--- src/rtl/dram_seq_pkg.sv ---
package dram_seq_pkg;
    localparam int COL_W      = 9;
    localparam int ADDR_W     = 2 * COL_W;
    localparam int DATA_W     = 16;
    localparam int AREA_W     = 3;
    localparam int FIRST_AREA = 2;
    localparam int NUM_AREAS  = 4;
    localparam int SEL_W      = $clog2(NUM_AREAS);

    typedef enum logic [2:0] {
        ST_IDLE, ST_PRE, ST_ROW, ST_COL1, ST_WAIT, ST_COL2
    } dram_state_e;

    typedef struct packed {
        logic [SEL_W-1:0]  sel;
        logic [ADDR_W-1:0] addr;
        logic              wr;
        logic [1:0]        be;
        logic [DATA_W-1:0] wdata;
        logic              wen;
    } dram_req_t;

    function automatic logic area_is_dram(input logic [AREA_W-1:0] a);
        return (int'(a) >= FIRST_AREA) && (int'(a) < FIRST_AREA + NUM_AREAS);
    endfunction

    function automatic logic [SEL_W-1:0] area_to_sel(input logic [AREA_W-1:0] a);
        return SEL_W'(int'(a) - FIRST_AREA);
    endfunction
endpackage

--- src/rtl/dram_seq_fsm.sv ---
module dram_seq_fsm
    import dram_seq_pkg::*;
(
    input  logic        clk,
    input  logic        rst,
    input  logic        start,
    input  logic        wen,
    input  logic        ext_wait,
    output dram_state_e state
);
    dram_state_e nxt;

    always_comb begin
        nxt = state;
        unique case (state)
            ST_IDLE: if (start) nxt = ST_PRE;
            ST_PRE:  nxt = ST_ROW;
            ST_ROW:  nxt = ST_COL1;
            ST_COL1: nxt = (wen && ext_wait) ? ST_WAIT : ST_COL2;
            ST_WAIT: nxt = ext_wait ? ST_WAIT : ST_COL2;
            ST_COL2: nxt = ST_IDLE;
            default: nxt = ST_IDLE;
        endcase
    end

    always_ff @(posedge clk) begin
        if (rst) state <= ST_IDLE;
        else     state <= nxt;
    end
endmodule

--- src/rtl/dram_addr_mux.sv ---
module dram_addr_mux
    import dram_seq_pkg::*;
(
    input  dram_state_e       state,
    input  logic [ADDR_W-1:0] addr,
    output logic [COL_W-1:0]  addr_out
);
    always_comb begin
        unique case (state)
            ST_ROW:                   addr_out = addr[ADDR_W-1:COL_W];
            ST_COL1, ST_WAIT, ST_COL2: addr_out = addr[COL_W-1:0];
            default:                  addr_out = '0;
        endcase
    end
endmodule

--- src/rtl/dram_strobe_gen.sv ---
module dram_strobe_gen
    import dram_seq_pkg::*;
(
    input  dram_state_e          state,
    input  dram_req_t            req,
    output logic [NUM_AREAS-1:0] ras_n,
    output logic                 ucas_n,
    output logic                 lcas_n,
    output logic                 we_n,
    output logic                 dq_oe
);
    logic row_open, col_phase, last_col;

    assign row_open  = (state == ST_ROW) || (state == ST_COL1) ||
                       (state == ST_WAIT) || (state == ST_COL2);
    assign col_phase = (state == ST_COL1) || (state == ST_WAIT) || (state == ST_COL2);
    assign last_col  = (state == ST_COL2);

    for (genvar g = 0; g < NUM_AREAS; g++) begin : g_ras
        assign ras_n[g] = !(row_open && (req.sel == SEL_W'(g)));
    end

    assign ucas_n = !(last_col && (!req.wr || req.be[1]));
    assign lcas_n = !(last_col && (!req.wr || req.be[0]));
    assign we_n   = !(col_phase && req.wr);
    assign dq_oe  = col_phase && req.wr;
endmodule

--- src/rtl/dram_cycle_seq.sv ---
module dram_cycle_seq
    import dram_seq_pkg::*;
(
    input  logic                 clk,
    input  logic                 rst,
    input  logic                 req_valid,
    input  logic [AREA_W-1:0]    area_in,
    input  logic [ADDR_W-1:0]    addr_in,
    input  logic                 write_in,
    input  logic [1:0]           be_in,
    input  logic [DATA_W-1:0]    wdata_in,
    input  logic                 wait_en_in,
    input  logic                 ext_wait,
    input  logic [DATA_W-1:0]    dq_in,
    output logic [COL_W-1:0]     addr_out,
    output logic [NUM_AREAS-1:0] ras_n,
    output logic                 ucas_n,
    output logic                 lcas_n,
    output logic                 we_n,
    output logic [DATA_W-1:0]    dq_out,
    output logic                 dq_oe,
    output logic [DATA_W-1:0]    rdata_out,
    output logic                 done
);
    dram_state_e state_q;
    dram_req_t   req_q;
    logic        start;

    assign start = req_valid && (state_q == ST_IDLE) && area_is_dram(area_in);

    always_ff @(posedge clk) begin
        if (rst) begin
            req_q     <= '0;
            rdata_out <= '0;
            done      <= 1'b0;
        end else begin
            if (start) begin
                req_q.sel   <= area_to_sel(area_in);
                req_q.addr  <= addr_in;
                req_q.wr    <= write_in;
                req_q.be    <= be_in;
                req_q.wdata <= wdata_in;
                req_q.wen   <= wait_en_in;
            end
            if (state_q == ST_COL2 && !req_q.wr) rdata_out <= dq_in;
            done <= (state_q == ST_COL2);
        end
    end

    dram_seq_fsm u_fsm (
        .clk(clk), .rst(rst), .start(start), .wen(req_q.wen),
        .ext_wait(ext_wait), .state(state_q)
    );

    dram_addr_mux u_mux (.state(state_q), .addr(req_q.addr), .addr_out(addr_out));

    dram_strobe_gen u_stb (
        .state(state_q), .req(req_q), .ras_n(ras_n), .ucas_n(ucas_n),
        .lcas_n(lcas_n), .we_n(we_n), .dq_oe(dq_oe)
    );

    assign dq_out = req_q.wdata;
endmodule

--- config.mk ---
export PLATFORM = sky130hd
export DESIGN_NAME = dram_cycle_seq
export DESIGN_NICKNAME = d
export VERILOG_FILES = /design/src/rtl/dram_seq_pkg.sv /design/src/rtl/dram_seq_fsm.sv /design/src/rtl/dram_addr_mux.sv /design/src/rtl/dram_strobe_gen.sv /design/src/rtl/dram_cycle_seq.sv
export SDC_FILE = /design/constraint.sdc
export NUM_CORES = 1
export LEC_CHECK = 0
export BUFFER_PORTS_ARGS = -buffer_cell sky130_fd_sc_hd__buf_4
export CAP_MARGIN = 20
export CORE_UTILIZATION = 53
export DETAILED_ROUTE_END_ITERATION = 8
export PLACE_DENSITY = 0.9
export SETUP_SLACK_MARGIN = 0.1
export SYNTH_ARGS = -nofsm -noshare
export SYNTH_HDL_FRONTEND = slang
export SYNTH_HIERARCHICAL = 1
export SYNTH_SLANG_ARGS = --single-unit
--- constraint.sdc ---
create_clock -name clk -period 2.6 [get_ports clk]
set_input_delay 0.39 -clock clk [delete_from_list [all_inputs] [get_ports clk]]
set_output_delay 0.39 -clock clk [all_outputs]
set_load 0.005 [all_outputs]
# Word-level counts from Yosys, hierarchy flattened
# Cells that the tools add are included.
[word_totals] ff_bits=60 output_inout_bits=50
[classes] n_eq_ne=9 n_addsub=1 n_lt_le_gt_ge=2 n_mux=5 reduce_logical=30
[op_table] operator="$pmux W9 S2" n=1
[op_table] operator="$pmux W3 S5" n=1
[op_table] operator="$logic_and A1 B1 Y1" n=12
[op_table] operator="$logic_not A1 Y1" n=8
[op_table] operator="$logic_or A1 B1 Y1" n=7
[op_table] operator="$eq A3 B2 Y1 const B" n=2
[op_table] operator="$eq A3 B3 Y1 const B" n=2
[op_table] operator="$eq A2 B2 Y1 const B" n=2
[op_table] operator="$eq A3 B1 Y1 const B" n=1
[op_table] operator="$ge A3 B2 Y1 const B" n=1
[op_table] operator="$logic_not A3 Y1" n=1
[op_table] operator="$lt A3 B3 Y1 const B" n=1
[op_table] operator="$mux W3" n=1
[op_table] operator="$reduce_or A3 Y1" n=1
[op_table] operator="$eq A2 B1 Y1 const B" n=1
[op_table] operator="$logic_not A2 Y1" n=1
[op_table] operator="$mux W1" n=2
[op_table] operator="$ne A2 B2 Y1 const B" n=1
[op_table] operator="$sub A2 B2 Y2 const B" n=1

# Depth between registers and ports, before layout
# Gate-level depths: netlist of run 1.
[depth] ltp_word=6 ltp_mapped=6

# Modules after synthesis
# The synthesis of run 1 kept the hierarchy.
[modules_own_cells] module="dram_cycle_seq" cells_each=268 area_per_inst_um2=2592.5 seq_area_each_um2=1141.1 instances=1
[modules_own_cells] module="dram_addr_mux" cells_each=23 area_per_inst_um2=202.7 seq_area_each_um2=0.0 instances=1
[modules_own_cells] module="dram_seq_fsm" cells_each=14 area_per_inst_um2=136.4 seq_area_each_um2=60.1 instances=1
[modules_own_cells] module="dram_strobe_gen" cells_each=14 area_per_inst_um2=88.8 seq_area_each_um2=0.0 instances=1

# Worst setup path before layout of run 1
# OpenSTA, ideal clock, no wires.
[synth_path] path_type="flip-flop to flip-flop" from="register u_fsm.state[1]" to="register u_fsm.state[0]" slack_ns=0.936 t_arrival_ns=1.561 n_path_buf=2 path_stages_with_launch=7 period_less_slack_ns=1.664 setup_time_ns=0.103 cell_sequence="dfxtp_1 -> nor4b_4 -> o21a_1 -> buf_6 -> buf_12 -> nor2_1 -> a2111oi_2"
[synth_between] elab_chain_len=4
[synth_lines] element="start, declared" line="dram_seq_fsm.sv:9" source="output dram_state_e state"
[synth_lines] element="start signal, assigned" line="dram_seq_fsm.sv:28" source="else state <= nxt;"
[synth_lines] element="$logic_not A3 Y1" line="dram_cycle_seq.sv:29" source="assign start = req_valid && (state_q == ST_IDLE) && area_is_dram(area_in);"
[synth_lines] element="$logic_and A1 B1 Y1 (2 in series)" line="dram_cycle_seq.sv:29"
[synth_lines] element="via start" line="dram_cycle_seq.sv:27" source="logic start;"
[synth_lines] element="$ne A2 B2 Y1 (no source line)"
# The timed path passes the listed nets, and every way through them passes these cells.
# A chain may end at the register's enable or synchronous reset.

# Worst setup path in the final report of run 1
[layout_path] from="register u_fsm.state[2]" to="output addr_out[0]"
[layout_between] elab_chain_len=3
[layout_lines] element="$eq A3 B2 Y1 or $eq A3 B3 Y1 (tied branches)" line="dram_addr_mux.sv:9" source="unique case (state)"
[layout_lines] element="$reduce_or A3 Y1" line="dram_addr_mux.sv:9"
[layout_lines] element="$pmux W9 S2 *" line="dram_addr_mux.sv:9"
[layout_lines] element="end, declared" line="dram_cycle_seq.sv:15" source="output logic [COL_W-1:0] addr_out,"
# Mark *: on every way between the ends. The rest lies on a longest branch, timed or not.

==> impl_metrics.json, run 1 <==
{
  "synthMostInstantiatedCell": "nand2b_1",
  "grt_first_pass_wirelength_um": 9880,
  "worst_clock_skew_ps": 4.65,
  "ys_top_cells_by_count": "nand2b_1 (81), dfxtp_1 (60), mux2i_1 (49), nand2_1 (35), a21oi_1 (18)",
  "clockBufferDepth": 2,
  "synth_top_area_frac": 0.398,
  "fin_crit_sh": 0.884,
  "drc": 0,
  "leakage_nw": 1.57,
  "drt_pass1_iterations": 4,
  "syn_nets": 380,
  "wl_per_cell_um": 12.7,
  "power_frac_seq": 0.450,
  "fmax_mhz": 435,
  "io_pins": 111,
  "hold_path_startpoint": "dq_in[8]",
  "rsz0062_at_grt": "false",
  "max-vdd-ir-drop_mv": 0.400,
  "synth_top_area_cell": "dfxtp_1",
  "grt_pass1_vias": 2223,
  "setup_viol": 0,
  "final_nets": 466,
  "clk_latency_ps": 330,
  "synthArstFlopShare": 0,
  "dp.cells": 466,
  "vias": 2404,
  "critPathTopFamily": "simple AND/OR/NAND/NOR gates",
  "tightest_slew_ps": 944,
  "drt_wl_total_um": 6120,
  "timing_max_transition_violations_final": 0,
  "clk_pin_slew_ps": 60,
  "pwr-share-comb": 0.241,
  "setup_tns_ps": 0,
  "diodes": 0,
  "cts_buffers": 9,
  "drtIter0Drc": 119,
  "cp_slowest_cell": "nor2b_1",
  "htreeDepth": 3,
  "cts.sinks": 60,
  "yosysWarnings": 6,
  "start_util": 0.549,
  "end_kind": "output port",
  "post-cts-setup-buffer-count": 0,
  "holdWs_ps": 309,
  "cts_hold_buf": 0,
  "critPathArrivalTime_ps": 1910,
  "cap_violations": 0,
  "ys.flop_type": "dfxtp_1",
  "synthTopCellsByArea": "dfxtp_1 (40%), nand2b_1 (17%), mux2i_1 (16%)",
  "worstPathRequired_ps": 2210,
  "regToRegSetupSlack_ps": 430,
  "path_max_fanout": 14,
  "synth.yosys.seq_area_share": 0.398,
  "path_class": "reg -> out",
  "clkPwrFrac": 0.309,
  "hold_viol": 0,
  "cp_slowest_stage_delay_ps": 620,
  "p_switching_w": 0.000762,
  "setup_slack_ps": 303,
  "io_buffers": 110,
  "antenna_found_initial": 0,
  "tritoncts": "done",
  "ys_seq_elements": 60,
  "core_mm2": 0.00551,
  "detailed_place_hpwl_um": 4350,
  "power_density_mw_per_mm2": 682,
  "hold-path-endpoint": "rdata_out[8]",
  "vias_per_cell": 4.99,
  "rr_worst_depth": 3,
  "synthCells": 319,
  "cp_num_buf_inv": 1,
  "rows": 27,
  "reg2reg_to": "rdata_out[3]",
  "hp-class": "in -> reg",
  "area_delta_synth_final_pct": 28.0,
  "swShare": 0.289,
  "place.gp.congestion": 0.705,
  "maxSlewHeadroom": 0.370,
  "status": "finished, final reports clean",
  "finalNonFillerCells": 482,
  "clockRootBuffer": "clkbuf_8",
  "synth_edf_count": 0,
  "min_period_ps": 2300,
  "holdPathStages": 3,
  "dieHeight_um": 77.5,
  "crit_cells": 3,
  "synth.distinct_cells": 31,
  "grt_max_degree": 100,
  "layout-drive-gt1-share": 0.322,
  "place_ws_ps": 418,
  "cts.repair.resized": 0,
  "path_cells": "nor2b_1 -> o2bb2ai_1 -> buf_4",
  "r2r-start": "u_fsm/state[0]",
  "critPathLaunchType": "register",
  "grt_use_total": 0.210,
  "postRouteAntennaNets": 0,
  "grt_overflow": 0,
  "netlist_area_mm2": 0.00302,
  "die_x_um": 77.5,
  "p_int_w": 0.00188,
  "postSynthAreaPerCell_um2": 9.47,
  "die-area_mm2": 0.00600
}
[worst max-delay path by stage]
stage                         startpoint        endpoint
after floorplan           u_fsm/state[1]  u_fsm/state[0]
after global placement    u_fsm/state[0]    rdata_out[4]
after detailed placement  u_fsm/state[0]    rdata_out[3]
after CTS                 u_fsm/state[2]     addr_out[8]
after global routing      u_fsm/state[0]    rdata_out[1]
final                     u_fsm/state[2]     addr_out[0]
[cell usage in the layout, fill, tap and decap left out, types with 2 or more instances in the layout]
cell type	netlist	final
nand2b_1	81	81
nand2_1	35	35
nor2b_1	3	3
nor2_1	3	3
nand3b_1	3	3
mux2i_1	49	49
nand3_1	3	3
buf_4	16	113
a21oi_1	18	18
clkbuf_1	8	2
clkbuf_8	0	14
o2bb2ai_1	9	9
dfxtp_1	60	60
[routing by layer]
layer | GRT usage | vias up | share of wire
li1 | - | 1216 | -
met1 | 0.254 | 1089 | 0.46
met2 | 0.335 | 86 | 0.45
met3 | 0.0541 | 13 | 0.063
met4 | 0.125 | 0 | 0.025
met5 | 0 | - | 0
[stage by stage]
step | cell area, um2 | power, W | util
6_report | 3870 | 0.00264 | 0.702
5_1_grt | 3870 | 0.00277 | 0.702
4_1_cts | 3870 | 0.00266 | 0.702
3_5_place_dp | 3670 | 0.00185 | 0.666
3_3_place_gp | 3670 | 0.00182 | 0.666
2_1_floorplan | 3020 | 0.00172 | -
[logic make-up after synthesis]
logic type / count (synthesis) / synth area share
and+or+nand+nor: 135 / 0.260
DFF: 60 / 0.398
muxes: 49 / 0.162
buffers and inverters: 39 / 0.0982
AOI/OAI and AO/OA: 34 / 0.0758
xor gates and xnor gates: 2 / 0.00580
[registers in the layout, indices dropped and copies added (netlist names)]
signal / cells
done: 1
dq_out: 16
rdata_out: 16
req_q: 24
u_fsm/state: 3
[power by group through the flow]
stage | registers (W) | logic (W) | clock network [W]
global route | 0.00121 | 0.000688 | 0.000877
detailed placement | 0.00121 | 0.000639 | 0
floorplan | 0.00114 | 0.000575 | 0
finish | 0.00119 | 0.000636 | 0.000815
CTS | 0.00119 | 0.000640 | 0.000835
global placement | 0.00120 | 0.000623 | 0
[tightest hold or removal path, stage by stage]
cell	delay, ps
buf_4	110
nand2_1	50
a21oi_1	50
[cell type report]
cell class              instances  area [um2]
flip-flops and latches         60        1200
well taps                      72        90.1
inverters                       1        3.75
multi-input cells             220        1520
clock buffers                  16         200
repair buffers                113         848
fillers                       438        1640
Note: power is estimated with default switching activity, not from simulation.
==> run 2: changes to the inputs <==
PLACE_DENSITY = 0.91   (was 0.9)
SYNTH_HIERARCHICAL = default   (was 1)
==> run 2 against run 1 <==
  * Maximum frequency is 3.5% higher
  * Clock skew is 4.8 ps higher
  * Flip-flop and latch count stayed put
  * Die area is 4.5% lower
  * Final cell count is 1.7% higher
  * Sequential share of layout area is 0.71 points higher
  * Utilization is 2.9 points higher
  * Critical path type unchanged
==> impl_metrics.json, run 2 <==
{
  "critPathArrivalTime_ps": 1830,
  "vias": 2593,
  "synthTopCellsByArea": "dfxtp_1 (42%), nand4b_1 (12%), nand2b_1 (9.1%)",
  "cts_hold_buf": 0,
  "timing_max_transition_violations_final": 0,
  "cp_slowest_cell": "dfxtp_1",
  "synth.distinct_cells": 29,
  "end_kind": "output port",
  "fin_crit_sh": 0.854,
  "hold-path-endpoint": "rdata_out[2]",
  "synth-simple-area-share": 0.312,
  "detailed_place_hpwl_um": 4350,
  "place.gp.congestion": 0.784,
  "rows": 26,
  "cts.sinks": 60,
  "synth_edf_count": 0,
  "critPathTopFamily": "flip-flops",
  "synth_top_family_by_area": "simple AND/OR/NAND/NOR gates",
  "htreeDepth": 3,
  "layout-drive-gt1-share": 0.310,
  "largest-register": "req_q",
  "synthCells": 339,
  "synthMuxAreaShare": 0.0347,
  "ys.flop_type": "dfxtp_1",
  "path_cells": "mux2i_1 -> o21ai_0 -> buf_4",
  "synth_top_area_frac": 0.417,
  "status": "finished, final reports clean",
  "io_pins": 111,
  "maxSlewHeadroom": 0.372,
  "core_mm2": 0.00517,
  "final_cell_mix": "buf_4 (114), dfxtp_1 (60), nand2_1 (47), nand2b_1 (42), o21ai_0 (40)",
  "clk_latency_ps": 330,
  "min_period_ps": 2220,
  "clockRootBuffer": "clkbuf_8",
  "grt_first_pass_wirelength_um": 10100,
  "drt_pass1_iterations": 4,
  "hp-class": "in -> reg",
  "cts.repair.resized": 0,
  "cap_violations": 0,
  "reg2reg_to": "rdata_out[11]",
  "synth-compound-area-share": 0.130,
  "tritoncts": "done",
  "holdWs_ps": 310,
  "wl_per_cell_um": 13.5,
  "dp.cells": 476,
  "synthArstFlopShare": 0,
  "postSynthAreaPerCell_um2": 8.50,
  "finalInstanceArea_mm2": 0.00378,
  "worst_clock_skew_ps": 9.50,
  "grt_overflow": 0,
  "grt_pass1_vias": 2319,
  "antenna_found_initial": 0,
  "power_density_mw_per_mm2": 665,
  "drtIter0Drc": 183,
  "die_x_um": 75.7,
  "leakage_nw": 1.48,
  "critPathLaunchType": "register",
  "clk_pin_slew_ps": 60,
  "final_nets": 478,
  "drc": 0,
  "holdPathStages": 3,
  "post-cts-setup-buffer-count": 0,
  "regToRegSetupSlack_ps": 620,
  "vias_per_cell": 5.29,
  "rsz0062_at_grt": "false",
  "netlist_area_mm2": 0.00288,
  "ys_top_cells_by_count": "dfxtp_1 (60), nand2_1 (47), nand2b_1 (42), o21ai_0 (40), nand4b_1 (39)",
  "area_delta_synth_final_pct": 31.2,
  "clockBufferDepth": 2,
  "final_common_cell": "buf_4",
  "path_class": "reg -> out",
  "dpl_cell_area_mm2": 0.00359,
  "synth_top_area_cell": "dfxtp_1",
  "synth-xor-area-share": 0.00912,
  "yosysWarnings": 0,
  "drt_wl_total_um": 6600,
  "start_util": 0.557,
  "hold_viol": 0,
  "path_max_fanout": 20,
  "setup_viol": 0,
  "largest_register_ffs": 24,
  "finalNonFillerCells": 490,
  "diodes": 0,
  "ys_seq_elements": 60,
  "io_buffers": 110,
  "max-vdd-ir-drop_mv": 0.415,
  "synth.yosys.seq_area_share": 0.417,
  "nFillCells": 397,
  "cts_buffers": 9,
  "r2r-start": "u_fsm.state[0]",
  "synthAdderAreaFrac": 0,
  "die-area_mm2": 0.00574,
  "synthMostInstantiatedCell": "dfxtp_1",
  "postRouteAntennaNets": 0,
  "fmax_mhz": 450,
  "tightest_slew_ps": 941,
  "cp_slowest_stage_delay_ps": 930,
  "worstPathRequired_ps": 2210,
  "setup_tns_ps": 0,
  "grt_max_degree": 100,
  "cp_num_buf_inv": 1,
  "dieHeight_um": 75.7,
  "hold_path_startpoint": "dq_in[2]",
  "rr_worst_depth": 3,
  "syn_nets": 400,
  "grt_use_total": 0.234,
  "p_total_w": 0.00251
}
[run 2: changes by cell type after synthesis, moves of 5 or more]
cell,change
o2bb2ai_1,-9
clkbuf_1,+8
o21ai_1,+9
o21ai_0,+39
nand2_1,+12
mux2i_1,-39
nand4b_1,+39
buf_4,+5
nand2b_1,-39
[run 2: through the flow]
step / utilization / worst slack, ps
after floorplan: - / 1110
after global placement: 0.694 / 679
after detailed placement: 0.694 / 628
after CTS: 0.731 / 376
after global routing: 0.731 / 198
final: 0.731 / 379
[run 2: worst max path at each step]
stage | startpoint | endpoint | slack [ps] | cells past startpoint
3_3_place_gp | u_fsm.state[0] | rdata_out[5] | 680 | 4
3_5_place_dp | u_fsm.state[0] | rdata_out[5] | 630 | 4
2_1_floorplan | u_fsm.state[1] | addr_out[0] | 1110 | 5
5_1_grt | u_fsm.state[0] | we_n | 200 | 4
4_1_cts | u_fsm.state[0] | addr_out[5] | 380 | 3
6_report | u_fsm.state[0] | addr_out[5] | 380 | 3
[run 2: routing by layer]
metal  track usage  up-vias  share of wire
met4        0.0967        0         0.0086
met5             0        -              0
li1              -     1304              -
met3        0.0648        6          0.076
met2         0.414       96           0.47
met1         0.265     1187           0.44
[run 2: kinds of logic (layout without fill, tap and decap cells)]
group,after synthesis,after routing
buffers and inverters,50,131
XOR/XNOR,3,3
flip-flops,60,60
AO/OA/AOI/OAI,72,72
multiplexers,10,10
AND/OR/NAND/NOR,144,144
[run 2: layout make-up]
cell class,count,area [um2],area share
repair buffers,115,876,0.232
multi-input cells,229,1420,0.375
well taps,70,87.6,0.0232
clock inverters,2,35.0,0.00927
flip-flops and latches,60,1200,0.318
clock buffers,12,155,0.0410
inverters,2,7.51,0.00199
[run 2: worst min-delay path, cell delays in order]
cell     delay (ps)
buf_4           110
nand2_1          40
a21oi_1          50
[run 2: power breakdown]
group,leakage (nW),total (W),internal (W),switching [W]
Clock,0.0983,0.000816,0.000483,0.000333
Sequential,0.487,0.00113,0.00101,0.000121
Combinational,0.896,0.000565,0.000293,0.000272
Total,1.48,0.00251,0.00179,0.000727
